$ cat config.mk
export PLATFORM = sky130hd
export DESIGN_NAME = ost_sten_act
export DESIGN_NICKNAME = d
export VERILOG_FILES = /design/src/rtl/ost_pkg.sv /design/src/rtl/ost_sten_act.sv
export SDC_FILE = /design/constraint.sdc
export NUM_CORES = 1
export LEC_CHECK = 0
export BUFFER_PORTS_ARGS = -buffer_cell sky130_fd_sc_hd__buf_2
export CAP_MARGIN = 20
export CORE_MARGIN = 1.5
export CORE_UTILIZATION = 55
export DETAILED_ROUTE_END_ITERATION = 12
export PLACE_DENSITY = 0.8
export SLEW_MARGIN = 40
export SYNTH_ARGS = -nofsm -noshare
export SYNTH_HDL_FRONTEND = slang
export SYNTH_SLANG_ARGS = --single-unit
$ cat constraint.sdc
create_clock -name vclk -period 3.2
set_input_delay 0.64 -clock vclk [all_inputs]
set_output_delay 0.64 -clock vclk [all_outputs]
set_load 0.05 [all_outputs]
$ cat src/rtl/ost_pkg.sv
package ost_pkg;

  localparam int STEN_W  = 8;
  localparam int ALPHA_W = 8;
  localparam int CWE_W   = 4;
  localparam int FN_W    = 3;
  localparam int NUM_ACT = 3;

  // field positions inside the configuration words
  localparam int F_EN       = 0;
  localparam int F_FN_LO    = 4;
  localparam int A_REF_LO   = 8;
  localparam int S_WM_LO    = 8;
  localparam int S_REF_LO   = 16;
  localparam int S_IM_LO    = 24;
  localparam int OP_SF_LO   = 0;
  localparam int OP_ZF_LO   = 4;
  localparam int OP_OK_LO   = 8;
  localparam int DM_CWE_LO  = 8;
  localparam int DM_DWE     = 12;

  // index of the action path
  localparam int SEL_SFAIL = 0;
  localparam int SEL_ZFAIL = 1;
  localparam int SEL_PASS  = 2;

  typedef enum logic [FN_W-1:0] {
    CMP_NEVER  = 3'd0,
    CMP_ALWAYS = 3'd1,
    CMP_EQ     = 3'd2,
    CMP_NE     = 3'd3,
    CMP_LT     = 3'd4,
    CMP_LE     = 3'd5,
    CMP_GT     = 3'd6,
    CMP_GE     = 3'd7
  } cmp_fn_e;

  typedef enum logic [2:0] {
    ACT_KEEP     = 3'd0,
    ACT_ZERO     = 3'd1,
    ACT_REPLACE  = 3'd2,
    ACT_INC_SAT  = 3'd3,
    ACT_DEC_SAT  = 3'd4,
    ACT_INVERT   = 3'd5,
    ACT_INC_WRAP = 3'd6,
    ACT_DEC_WRAP = 3'd7
  } sten_act_e;

  typedef struct packed {
    logic              alpha_ok;
    logic              sten_ok;
    logic              depth_ok;
    logic              sten_en;
    logic [STEN_W-1:0] stored;
    logic [STEN_W-1:0] ref_v;
    logic [STEN_W-1:0] wmask;
    logic [2:0]        act_sfail;
    logic [2:0]        act_zfail;
    logic [2:0]        act_pass;
    logic              dwe_en;
    logic [CWE_W-1:0]  cwe;
  } stage1_t;

endpackage

$ cat src/rtl/ost_sten_act.sv
module ost_sten_act
  import ost_pkg::*;
#(
  parameter int W = 8
) (
  input  logic [2:0]   act,
  input  logic [W-1:0] cur,
  input  logic [W-1:0] ref_v,
  output logic [W-1:0] nxt
);

  localparam logic [W-1:0] TOP = '1;
  localparam logic [W-1:0] ONE = W'(1);

  always_comb begin
    case (sten_act_e'(act))
      ACT_KEEP:     nxt = cur;
      ACT_ZERO:     nxt = '0;
      ACT_REPLACE:  nxt = ref_v;
      ACT_INC_SAT:  nxt = (cur == TOP) ? cur : cur + ONE;
      ACT_DEC_SAT:  nxt = (cur == '0)  ? cur : cur - ONE;
      ACT_INVERT:   nxt = ~cur;
      ACT_INC_WRAP: nxt = cur + ONE;
      ACT_DEC_WRAP: nxt = cur - ONE;
      default:      nxt = cur;
    endcase
  end

endmodule

After elaboration in Yosys (flattened, before gate mapping):

Cells that the tools add are included.

* bits in registers: 0
* latch bits: 0
* bits in writable memories: 0
* memory bits (read-only): 0
* input port bits: 19
* output and inout port bits: 8
* logic and storage cells: 16
* memories: 0

* add/sub/neg operators: 2
* multipliers: 0
* div/mod/pow operators: 0
* order comparisons: 0
* eq/ne operators: 8
* shift-type cells: 0
* muxes and demuxes: 3
* bitwise gates (word level): 1
* reduce and logical (&&, ||, !) cells: 2

Operators by type and width (number)
* $pmux W8 S8: 1
* $mux W8: 2
* $eq A3 B3 Y1 const B: 4
* $add A8 B1 Y8 const B: 1
* $eq A8 B8 Y1 const B: 1
* $logic_not A8 Y1: 1
* $not A8 Y8: 1
* $sub A8 B1 Y8 const B: 1
* $eq A3 B2 Y1 const B: 2
* $eq A3 B1 Y1 const B: 1
* $logic_not A3 Y1: 1

Depth between registers and ports, before layout:

* word-level depth: 3
* gate-level depth with buffers: 8

Worst setup path before layout:

Ideal clock, no wire load.

* kind: in2out
* from: in cur[5]
* to: out nxt[0]
* arrival: 2.732 ns
* data required time: 2.560 ns
* setup slack: -0.172 ns
* stages on the path: 7
* buffers on the path: 2
* cell sequence: buf_4 > and4_2 > buf_2 > nand4_1 > a21oi_1 > o221a_2 > o21ai_0

* word-level cells in the longest chain between the ends: 3

RTL lines
* start, declared: RTL line ost_sten_act.sv:7 `input logic [W-1:0] cur,`
* $eq A8 B8 Y1 / $logic_not A8 Y1 (equally long branches): RTL line ost_sten_act.sv:20, ost_sten_act.sv:21
* $mux W8 (on tied branches): RTL line ost_sten_act.sv:20, ost_sten_act.sv:21
* $pmux W8 S8 (*): RTL line ost_sten_act.sv:16 `case (sten_act_e'(act))`
* end, declared: RTL line ost_sten_act.sv:9 `output logic [W-1:0] nxt`

Mark *: on every way between the ends. The rest lies on a longest branch, timed or not.

Worst setup path in the final report:

* from: in cur[0]
* to: out nxt[5]

* word-level cells in the longest chain between the ends: 3

RTL lines (RTL line)
* $sub A8 B1 Y8, or another cell as far along: ost_sten_act.sv:21, ost_sten_act.sv:24
* $mux W8 (on tied branches): ost_sten_act.sv:21, ost_sten_act.sv:20
* $pmux W8 S8 (*): ost_sten_act.sv:16

Marks and branches as above.

==> results.txt <==
startpoint types: input port
critical path cell sequence: buf_2, inv_1, ha_1, or4b_1, o211ai_4, a21o_1, nand4_1, o211a_1, buf_2
status: completed
post-CTS setup buffer count: 0
Mapped Area: 912.1 um2
IO Port Bufs: 27
Syn Inst Count: 139
ANT cells: 0
Routed Antenna Nets: 0
vias in the first global route: 1,008
CTS resizes: 0
Power Dens Cells: 181.3 nW/um2
Routed Wire Length: 2604 um
leakage power: 0.4039 nW
Worst path slowest cell: or4b_1
final setup violation count: 0
Peak VDD IR: 117.0 uV
Layout area overhead: 5.075%
Max-Cap Viols: 0
largest net degree at the start of global routing: 17
RSZ-0062 raised after global routing: no
Final period util: 94.46%
sequential cells: 0
Layout fillers: 137
largest cells by area after synthesis: o21ai_0 (7.7%), xnor2_1 (5.8%), nand3_1 (5.5%)
DRC Markers: 0
most frequent cell after synthesis: o21ai_0
multi-input logic area: 777.0 um2
first-pass GRT wire length: 4450 um
Internal Power: 0.05467 mW
die span in x: 43.73 um
CP dominant cell by count: buf_2
Sw Share: 68.54%
Vias: 1,130
setup TNS: 0 ns
register area: 0 um2
Commonest cells post-synth: o21ai_0 (14), nand2_1 (13), nand3_1 (10), nor2_1 (10), nand4_1 (8)
worst path arrival time: 2.38 ns
Worst Path Required: 2.56 ns
sw power: 0.1191 mW
clock power share: 0%
synthesized area per cell: 6.562 um2
Worst slew margin: 64.25%
Tot GR Track Use: 29.07%
top cell type's share of synthesized area: 7.682%
std cell rows: 14
Hold Path Class: in -> out
Comb power frac: 100.0%
# clk buffers: 0
CTS hold repair buffers: 0
fin util: 62.89%
Top delay family on crit path: simple AND/OR/NAND/NOR gates
Synth Warn #: 0
gr ovfl total: 0
hpwl dp: 1911 um
crit path buf inv count: 3
dominant cell type by area after synthesis: o21ai_0
Placeable Area: 1524 um2
slowest stage delay, CP: 0.51 ns
Die H: 43.73 um
final-report hold violation count: 0
Die Area: 1912 um2
Max Clk Rate: 330.8 MHz
Seq/Total Area, Yosys: 0%
CP max FO: 9
Post-Syn Nets: 161
Worst-Margin Slew: 0.5343 ns
Netlist cell types: 50
share of layout cells above drive strength 1: 26.97%
1st-iter DRT viols: 57
fin crit period: 3.023 ns
initial antenna violation count: 0
Initial DRT Pass Iterations: 5
Setup crit end kind: output pin
Starting Density: 59.85%
Layout Nets: 176
I/O pin cnt: 27
max-slew violations: 0
WL per Instance: 15.50 um
power share of the sequential group: 0%
WS Path Type: in -> out
Via-to-Cell Ratio: 6.726
GP Congestion: 0.9558
-- cell usage in the layout (no fill, tap or decap), drive strengths merged, types with 3 or more instances in the layout --
cell / n
nand3: 10
nor3: 6
a21oi: 6
nand2: 13
xnor2: 6
o21ai: 14
o22ai: 3
ha: 3
a21o: 3
nor2: 11
inv: 7
buf: 27
nand4: 8
-- power by group through the flow --
stage,combinational [mW],sequential [mW],clock (mW)
2_1_floorplan,0.139,0,0
3_3_place_gp,0.168,0,0
3_5_place_dp,0.171,0,0
4_1_cts,0.172,0,0
5_1_grt,0.187,0,0
6_report,0.174,0,0
-- final timing paths --
path,startpoint,end,slack [ns],depth (start not counted)
max,cur[0],nxt[5],0.18,9
min,ref_v[0],nxt[0],1.82,6
-- per-layer routing --
layer / part of all wire [%] / GRT usage [%] / up-vias
met2: 45 / 48.53 / 86
li1: - / - / 544
met1: 41 / 40.75 / 495
met4: 1.2 / 7.273 / 0
met3: 12 / 1.250 / 5
met5: 0 / 0 / -
-- logic make-up after synthesis --
group	after synthesis	share of synthesized area, %
mux	2	2.195
compound gates	42	32.37
buf+inv	21	14.82
fa+ha+maj	3	4.116
xor+xnor	7	6.722
simple gates	64	39.78
-- layout make-up --
type               instances  share of cell area [%]
inverters                  7                   2.742
multi-input cells        118                   81.07
well taps                 16                   2.089
repair buffers            27                   14.10
-- stage by stage --
stage / worst slack [ns] / power (mW) / cell area [um2] / cells / hold slack [ns]
floorplan: 0.2002 / 0.1394 / 912.1 / 139 / 1.718
global placement: 0.2319 / 0.1681 / 958.4 / 168 / 1.800
detailed placement: 0.1807 / 0.1711 / 958.4 / 168 / 1.811
CTS: 0.1762 / 0.1717 / 958.4 / 168 / 1.812
global route: 0.07280 / 0.1866 / 958.4 / 168 / 1.847
finish: 0.1773 / 0.1738 / 958.4 / 168 / 1.816
Note: power is estimated with default switching activity, not from simulation.
